### src/rtl/manch_pkg.sv
package manch_pkg;

    // half-cells spent on the sync character
    localparam int SYNC_HALVES = 6;

    // counter width for a word of dw data bits plus sync and parity
    function automatic int cnt_bits(int dw);
        return $clog2(SYNC_HALVES + 2 * dw + 2);
    endfunction

    // line level of a Manchester cell: the first half follows the bit, the second half inverts it
    function automatic logic half_level(logic bit_v, logic second_half);
        return bit_v ^ second_half;
    endfunction

endpackage

### src/rtl/manch_timer.sv
module manch_timer #(
    parameter int DATA_W = 16,
    localparam int PAR_H = manch_pkg::SYNC_HALVES + 2 * DATA_W,
    localparam int LAST_H = PAR_H + 1,
    localparam int FETCH_LO = manch_pkg::SYNC_HALVES - 2,
    localparam int FETCH_HI = PAR_H - 3,
    localparam int CNT_W = manch_pkg::cnt_bits(DATA_W)
) (
    input  logic             clk,
    input  logic             rst,
    input  logic             start,
    input  logic             sync_cmd,
    output logic             busy,
    output logic [CNT_W-1:0] cnt,
    output logic             cmd,
    output logic             shift_clk,
    output logic             begin_word,
    output logic             take_bit,
    output logic             load_par,
    output logic             send_en
);

    typedef struct packed {
        logic             busy;
        logic [CNT_W-1:0] cnt;
        logic             cmd;
        logic             phase;
    } tmr_t;

    tmr_t s_q, s_d;
    logic at_end;
    logic go;

    always_comb begin
        s_d = s_q;
        s_d.phase = ~s_q.phase;
        at_end = s_q.busy && (s_q.cnt == CNT_W'(LAST_H));
        go = start && s_q.phase && (!s_q.busy || at_end);
        if (go) begin
            s_d.busy = 1'b1;
            s_d.cnt  = '0;
            s_d.cmd  = sync_cmd;
        end else if (at_end) begin
            s_d.busy = 1'b0;
            s_d.cnt  = '0;
        end else if (s_q.busy) begin
            s_d.cnt = s_q.cnt + 1'b1;
        end
    end

    always_ff @(posedge clk) begin
        if (rst) s_q <= '0;
        else     s_q <= s_d;
    end

    assign busy       = s_q.busy;
    assign cnt        = s_q.cnt;
    assign cmd        = s_q.cmd;
    assign shift_clk  = ~s_q.phase;
    assign begin_word = go;
    assign send_en    = s_q.busy && (s_q.cnt >= CNT_W'(FETCH_LO)) && (s_q.cnt <= CNT_W'(FETCH_HI));
    assign take_bit   = send_en && s_q.cnt[0];
    assign load_par   = s_q.busy && (s_q.cnt == CNT_W'(PAR_H - 1));

endmodule

### src/rtl/manch_datapath.sv
module manch_datapath (
    input  logic clk,
    input  logic rst,
    input  logic begin_word,
    input  logic take_bit,
    input  logic load_par,
    input  logic ser_in,
    output logic cur_bit
);

    typedef struct packed {
        logic bitv;
        logic par;
    } dp_t;

    dp_t s_q, s_d;

    always_comb begin
        s_d = s_q;
        if (begin_word) s_d.par = 1'b1;
        if (take_bit) begin
            s_d.bitv = ser_in;
            s_d.par  = s_q.par ^ ser_in;
        end
        if (load_par) s_d.bitv = s_q.par;
    end

    always_ff @(posedge clk) begin
        if (rst) s_q <= '0;
        else     s_q <= s_d;
    end

    assign cur_bit = s_q.bitv;

endmodule

### src/rtl/manch_drive.sv
module manch_drive #(
    parameter int DATA_W = 16,
    localparam int CNT_W = manch_pkg::cnt_bits(DATA_W),
    localparam int HALF_SYNC = manch_pkg::SYNC_HALVES / 2
) (
    input  logic             busy,
    input  logic [CNT_W-1:0] cnt,
    input  logic             cmd,
    input  logic             cur_bit,
    input  logic             inhibit_n,
    output logic             one_n,
    output logic             zero_n
);

    logic pos;
    logic drive;

    always_comb begin
        if (cnt < CNT_W'(HALF_SYNC))
            pos = cmd;
        else if (cnt < CNT_W'(manch_pkg::SYNC_HALVES))
            pos = ~cmd;
        else
            pos = manch_pkg::half_level(cur_bit, cnt[0]);
        drive  = busy && inhibit_n;
        one_n  = ~(drive && pos);
        zero_n = ~(drive && !pos);
    end

endmodule

### src/rtl/manch_word_enc.sv
module manch_word_enc #(
    parameter int DATA_W = 16,
    localparam int CNT_W = manch_pkg::cnt_bits(DATA_W)
) (
    input  logic clk,
    input  logic rst,
    input  logic start,
    input  logic sync_cmd,
    input  logic ser_in,
    input  logic inhibit_n,
    output logic shift_clk,
    output logic send_en,
    output logic one_n,
    output logic zero_n
);

    logic             busy;
    logic [CNT_W-1:0] cnt;
    logic             cmd;
    logic             begin_word;
    logic             take_bit;
    logic             load_par;
    logic             cur_bit;

    manch_timer #(.DATA_W(DATA_W)) u_timer (
        .clk        (clk),
        .rst        (rst),
        .start      (start),
        .sync_cmd   (sync_cmd),
        .busy       (busy),
        .cnt        (cnt),
        .cmd        (cmd),
        .shift_clk  (shift_clk),
        .begin_word (begin_word),
        .take_bit   (take_bit),
        .load_par   (load_par),
        .send_en    (send_en)
    );

    manch_datapath u_dp (
        .clk        (clk),
        .rst        (rst),
        .begin_word (begin_word),
        .take_bit   (take_bit),
        .load_par   (load_par),
        .ser_in     (ser_in),
        .cur_bit    (cur_bit)
    );

    manch_drive #(.DATA_W(DATA_W)) u_drive (
        .busy      (busy),
        .cnt       (cnt),
        .cmd       (cmd),
        .cur_bit   (cur_bit),
        .inhibit_n (inhibit_n),
        .one_n     (one_n),
        .zero_n    (zero_n)
    );

endmodule

### config.mk
export PLATFORM = sky130hd
export DESIGN_NAME = manch_word_enc
export DESIGN_NICKNAME = d
export VERILOG_FILES = /design/src/rtl/manch_pkg.sv /design/src/rtl/manch_timer.sv /design/src/rtl/manch_datapath.sv /design/src/rtl/manch_drive.sv /design/src/rtl/manch_word_enc.sv
export SDC_FILE = /design/constraint.sdc
export NUM_CORES = 1
export LEC_CHECK = 0
export BUFFER_PORTS_ARGS = -buffer_cell sky130_fd_sc_hd__buf_4
export CORE_AREA = 2 2 39 41
export CTS_BUF_LIST = sky130_fd_sc_hd__clkbuf_16
export DETAILED_ROUTE_END_ITERATION = 7
export DIE_AREA = 0 0 41 43
export PLACE_DENSITY = 0.74
export SYNTH_ARGS = -nofsm -noshare
export SYNTH_HDL_FRONTEND = slang
export SYNTH_SLANG_ARGS = --single-unit
### constraint.sdc
create_clock -name clk -period 2.25 [get_ports clk]
set_clock_uncertainty 0.15 [all_clocks]
set_input_delay 0.45 -clock clk [delete_from_list [all_inputs] [get_ports clk]]
set_output_delay 0.45 -clock clk [all_outputs]
set_load 0.005 [all_outputs]
==> impl_results.md, run 1 <==
* Most common flop cell mapped by yosys: dfxtp_1
* Setup tns final at 0 ps
* Slew Viols, Final at 0
* Worst Path Max Fanout at 6
* Pint at between 0.4 and 0.5 mW
* Net Switching at ~0.12 mW
* CTS tree: done
* PwrDens at around 700 nW/um^2
* Period Utilization, post-route at around 96%
* M3 GR Usage at 3.14%
* ANT cells at 0
* Cts hold-fix bufs at 0
* Fin worst setup slack at ~90 ps
* Die W at between 40 and 50 um
* CTS Buf Count at 3
* Max Cap Viol at 0
* Hold WC Path Type: in -> reg
* Register bit total from synthesis at 11
* Commonest cells post-synth: dfxtp_1 (11), nor2_1 (10), nand2_1 (6)
* Number of synthesized flops with an enable pin at 0
* Final #Nets at 99
* Final setup vio count at 0
* Dpl cells at 98
* Global route hottest layer: met2
* Slew headroom at a little over four fifths
* RSZ-0062 raised after global routing: no
* Post-synthesis to final-layout area growth at 31.4%
* Core area at approximately 1400 sq um
* Synth top area share at between 30% and 40%
* Part of the power in registers at between 30 and 40%
* Critical Path AT at around 1600 ps
* Input/output buffers at 9
* Starting Density at a little under half
* Met1 Usage GRT at between 20 and 25%
* Die ar. at between 1500 and 2000 sq um
* H-tree Lvls at 1
* Final min period at roughly 2200 ps
* Placed inst area at between 700 and 800 sq um
* Final HPWL DP at between 800 and 900 um
* Final Wtd Congestion at between 0.7 and 0.8
* Chip Height at 43 um
* Fin Hold WS at between 200 and 300 ps
* Synthesized instance count at 74
* Initial antenna violation count at 0
* Ranking of synthesized cells by area: dfxtp_1 (35%), ha_1 (7.9%), xor2_1 (6.9%), nor2_1 (5.9%), mux2i_1 (4.7%)
* Wirelength per Cell at about 13 um
* Synth area leader: dfxtp_1
* Total Routing Usage GR at between 15 and 20%
* Switching Share at 20.3%
* Total Routed Length at between 1000 and 1500 um
* Ys async rst share at 0%
* Worst-Skew Late Latency at approximately 240 ps
* Non-filler cells, final at ~100
* Layout cell share with drive strength beyond 1 at ~28%
* Worst-case clock buffer depth at 2
* Pwr Total at between 0.5 and 0.6 mW
* # IOs at 10
* Sink Count at 11
* Congestion Overflow GR at 0
* Synth cell types at 28
* Dpl ws at 197 ps
* VDD IR-drop max at between 300 and 400 uV
* Worst slew pin tran at approximately 230 ps
* Final Hold Vio Count at 0
* First-pass GRT wire length at around 2000 um
* Cell area after synthesis at 633 sq um
* Sequential cell area fraction in the yosys report at 34.8%
* Highest clock rate at between 0.4 and 0.5 GHz
* Post-route ant nets at 0
* Worst EP required at approximately 1700 ps
* Drt via density at 5.41
* Crit path kind: reg -> out
* Vias in the first global route at approximately 500
* Syn Nets at 84
* Syn avg cell area at ~8.6 sq um
* Finished Core Util at around three fifths
* Largest net degree at the start of global routing at 12
* Vias at 563
* Clock-pin slew on the worst setup and hold paths at around 40 ps
* DRT iter0 DRCs at 9
* Run status: complete, no violations
* Crit. End Element: output port
* Ys Warns at 0
* GRT met2 Usage at between 20% and 30%
* Clock share of power at between 50 and 60%
* Logic pwr share at 7.8%
* DRT Pass-1 Iters at 4
* Worst setup SP type: register
* Final Cell Area at roughly 830 sq um
* Top-count cell post-synth: dfxtp_1
* Leakage power at between 0.3 and 0.4 nW
* DRC Markers at 0
* Rows at 14
* CTS root buffer: clkbuf_16
==> repair_timing <==
action,in CTS,in global routing
gates resized for setup,4,2
cloned,0,0
pin swaps,1,2
setup buffers,0,2
setup endpoints to repair,1,1
endpoints found under the hold margin,0,0
==> per-layer routing <==
metal  wire length, um  vias up
met3                54        5
met5                 0        -
met4                39        0
met1               561      261
met2               658       15
li1                  -      282
==> flip-flops by register name, indices dropped and copies added, names as in the netlist <==
signal        cells
u_timer.busy      1
u_dp.s_q          1
u_timer.cnt       6
u_dp.cur_bit      1
u_timer.cmd       1
u_timer.s_q       1
==> cell type report <==
cell class | instances | area [sq um]
multi-input cells | 55 | 392
flip-flops and latches | 11 | 225
well taps | 16 | 20.0
inverters | 5 | 18.8
clock inverters | 1 | 3.75
repair buffers | 13 | 97.6
fillers | 116 | 552
clock buffers | 3 | 75.1
==> power groups by stage <==
stage          sequential (mW)  clock (mW)  combinational (mW)
2_1_floorplan            0.209           0              0.0248
3_3_place_gp             0.209           0              0.0422
3_5_place_dp             0.209           0              0.0429
4_1_cts                  0.205       0.325              0.0438
5_1_grt                  0.206       0.335              0.0501
6_report                 0.206       0.322              0.0447
==> logic make-up after synthesis <==
logic type / share of synthesized area, %
AND/OR/NAND/NOR: 23.9
AO/OA/AOI/OAI: 14.6
flip-flops: 34.8
buffers and inverters: 5.34
XOR/XNOR: 6.92
multiplexers: 6.52
adder cells (fa/ha/maj): 7.91
==> path summary, 6_finish.rpt <==
check | startpoint | to | slack, ps | cells past startpoint
worst max-delay path | u_timer.cnt[1] | one_n | 90 | 7
worst min-delay path | rst | u_dp.s_q[0] | 270 | 2
worst max register to register | u_timer.cnt[0] | u_dp.cur_bit | 380 | 6
worst min register to register | u_timer.s_q[0] | u_timer.s_q[0] | 280 | 1
==> layout by cell type (no fill, tap or decap), types with 3 or more instances in the layout <==
| cell type | instances |
|---|---|
| nor3_1 | 4 |
| a21oi_1 | 4 |
| inv_1 | 5 |
| ha_1 | 3 |
| nand4_1 | 3 |
| buf_4 | 13 |
| nand2_1 | 6 |
| clkbuf_16 | 3 |
| nor2_1 | 10 |
| xor2_1 | 5 |
| dfxtp_1 | 9 |
| mux2i_1 | 3 |
==> critical path, stage by stage, from the launching register on <==
cell and delay, ps:
dfxtp_4 360, ha_4 180, inv_2 60, mux2i_1 60, a21oi_1 150, nor2b_1 70, or3_1 310, buf_4 140
Power figures use the tool's default switching activity.
==> run 2: changes to the inputs <==
clock period = 2.2 ns   (was 2.25 ns; I/O delays follow)
==> run 2 against run 1 <==
  * Non-clock buffer count unchanged
  * Sequential power up 2%
  * Utilization down 0.99 points
  * Wire length up 4.2%
  * Register-to-register slack about the same
  * Via count down 1.1%
  * Highest routed layer unchanged
==> impl_results.md, run 2 (same netlist as run 1, synthesis figures left out) <==
* Run status: complete, no violations (unchanged)
* Number of flip-flops under the largest register name at 6 (unchanged)
* Worst Setup SP: u_timer.cnt[1] (unchanged)
* First-pass GRT wire length at 1960 um (was 2010 um)
* Commonest non-fill, non-tap cells in the layout: buf_4 (13), nor2_1 (10), dfxtp_1 (10) (was buf_4 (13), nor2_1 (10), dfxtp_1 (9))
* Final min period at 2130 ps
* Hold WC Path Type: in -> reg (unchanged)
* Final setup vio count at 0 (unchanged)
* Starting Density at 45.8% (unchanged)
* Final Cell Area at 818 sq um (was 832 sq um)
* Final HPWL DP at 904 um (was 838 um)
* Wirelength per Cell at 13.2 um (was 12.6 um)
* Worst EP required at 1610 ps (was 1650 ps)
* DRT Pass-1 Iters at 5 (was 4)
* CP Cell Sequence: ha_2 -> inv_2 -> mux2i_1 -> a21oi_1 -> nor2b_1 -> or3_1 -> buf_4 (was ha_4 -> inv_2 -> mux2i_1 -> a21oi_1 -> nor2b_1 -> or3_1 -> buf_4)
* PwrDens at 715 nW/um^2 (was 688 nW/um^2)
* Part of the power in registers at 36.0% (was 35.9%)
* Die W at 41 um (unchanged)
* Fin Hold WS at 271 ps (was 270 ps)
* Period Utilization, post-route at between 90% and 100%
* Cts hold-fix bufs at 0 (unchanged)
* CTS root buffer: clkbuf_16 (unchanged)
* Final #Nets at 99 (unchanged)
* Drt via density at 5.36 (was 5.41)
* Die ar. at 1760 sq um (unchanged)
* Critical Path AT at 1540 ps (was 1560 ps)
* Worst slew pin tran at 278 ps (was 227 ps)
* Worst setup SP type: register (unchanged)
* Input/output buffers at 9 (unchanged)
* ANT cells at 0 (unchanged)
* Worst Path Max Fanout at 4 (was 6)
* Worst-case clock buffer depth at 2 (unchanged)
* Chip Height at 43 um (unchanged)
* Rows at 14 (unchanged)
* Crit. End Element: output port (unchanged)
* Largest register by flop count: u_timer.cnt (unchanged)
* Net Switching at 0.117 mW (was 0.116 mW)
* Largest net degree at the start of global routing at 12 (unchanged)
* Highest clock rate at approximately 0.47 GHz
* CTS tree: done (unchanged)
* Max Cap Viol at 0 (unchanged)
* Final Hold Vio Count at 0 (unchanged)
* Worst path max stage delay at 310 ps (was 360 ps)
* DRC Markers at 0 (unchanged)
* Clock share of power at 56.0% (was 56.3%)
* Core area at 1380 sq um (unchanged)
* Logic pwr share at 8.0% (was 7.8%)
* Leakage power at 0.365 nW (was 0.366 nW)
* Finished Core Util at 59.1% (was 60.1%)
* Crit-path slowest cell: dfxtp_1 (was dfxtp_4)
* Vias in the first global route at 468 (was 493)
* Crit path kind: reg -> out (unchanged)
* Switching Share at 20.1% (was 20.3%)
* Slew Viols, Final at 0 (unchanged)
* Sink Count at 11 (unchanged)
* CTS Buf Count at 3 (unchanged)
* VDD IR-drop max at 420 uV (was 395 uV)
* Total Routing Usage GR at 16.4% (was 17.3%)
* Congestion Overflow GR at 0 (unchanged)
* Pint at 0.467 mW (was 0.457 mW)
* Post-synthesis to final-layout area growth at 29.2% (was 31.4%)
* Setup crit end: one_n (unchanged)
* Commonest non-fill, non-tap cell in the layout: buf_4 (unchanged)
* RR Endpoint: u_dp.cur_bit (unchanged)
* Total Routed Length at 1370 um (was 1310 um)
* H-tree Lvls at 1 (unchanged)
* Layout cell share with drive strength beyond 1 at 27.3% (was 28.4%)
* Vias at 557 (was 563)
* Initial antenna violation count at 0 (unchanged)
* Post-route ant nets at 0 (unchanged)
* Worst reg2reg path depth at 6 (unchanged)
* DRT iter0 DRCs at 7 (was 9)
* Placed inst area at 728 sq um (was 721 sq um)
* Reg2reg setup slack at 390 ps (was 380 ps)
* Clock-pin slew on the worst setup and hold paths at 40 ps (about the same)
* Slew headroom at 81.5% (was 84.7%)
* Worst-Skew Late Latency at 240 ps (about the same)
* Launching point of the worst reg2reg path: u_timer.cnt[0] (unchanged)
* Final Wtd Congestion at 0.721 (was 0.748)
* # IOs at 10 (unchanged)
==> run 2: per-layer routing <==
layer | routed length [um] | up-vias | track usage [%] | share of wire [%]
met5 | 0 | - | 0 | 0
met4 | 27 | 0 | 8.00 | 2.0
met3 | 44 | 4 | 3.14 | 3.2
met2 | 672 | 13 | 25.6 | 49
met1 | 624 | 259 | 20.5 | 46
li1 | - | 281 | - | -
==> run 2: cell type report <==
| type | instances | area, sq um |
|---|---|---|
| Fill cell | 117 | 566 |
| Tap cell | 16 | 20.0 |
| Clock buffer | 3 | 75.1 |
| Multi-Input combinational cell | 55 | 382 |
| Sequential cell | 11 | 221 |
| Timing Repair Buffer | 13 | 97.6 |
| Clock inverter | 1 | 3.75 |
| Inverter | 5 | 18.8 |
==> run 2: worst min-delay path by stage <==
stage | from | cells after the start | to
2_1_floorplan | u_timer.s_q[0] | 1 | u_timer.s_q[0]
3_3_place_gp | u_timer.s_q[0] | 1 | u_timer.s_q[0]
3_5_place_dp | u_timer.s_q[0] | 1 | u_timer.s_q[0]
4_1_cts | rst | 2 | u_dp.s_q[0]
5_1_grt | rst | 2 | u_dp.s_q[0]
6_report | rst | 2 | u_dp.s_q[0]
==> run 2: critical path, delay by kind of cell (launching register included) <==
kind                     cells  cell delay (ps)
buffers and inverters        2              200
AO/OA/AOI/OAI                1              160
multiplexers                 1               60
adder cells (fa/ha/maj)      1              210
flip-flops                   1              310
AND/OR/NAND/NOR              2              370
==> run 2: metrics by stage <==
stage               instances  TNS [ps]  worst slack, ps  power [mW]
floorplan                  74         0              366       0.239
global placement           99         0              278       0.258
detailed placement         99         0              241       0.259
CTS                       103         0             4.26       0.588
global route              104     -2.77            -2.77       0.601
finish                    104         0             72.5       0.585
==> run 2: what timing repair did <==
item	in CTS	in global routing
resized for setup	0	3
setup buffers	0	1
pin swaps	1	3
setup endpoints to repair	1	1
==> run 2: power by group through the flow <==
stage	Sequential, mW	Combinational [mW]	Clock [mW]
5_1_grt	0.211	0.0517	0.338
3_3_place_gp	0.214	0.0443	0
2_1_floorplan	0.214	0.0254	0
3_5_place_dp	0.214	0.0454	0
6_report	0.210	0.0469	0.327
4_1_cts	0.210	0.0463	0.331
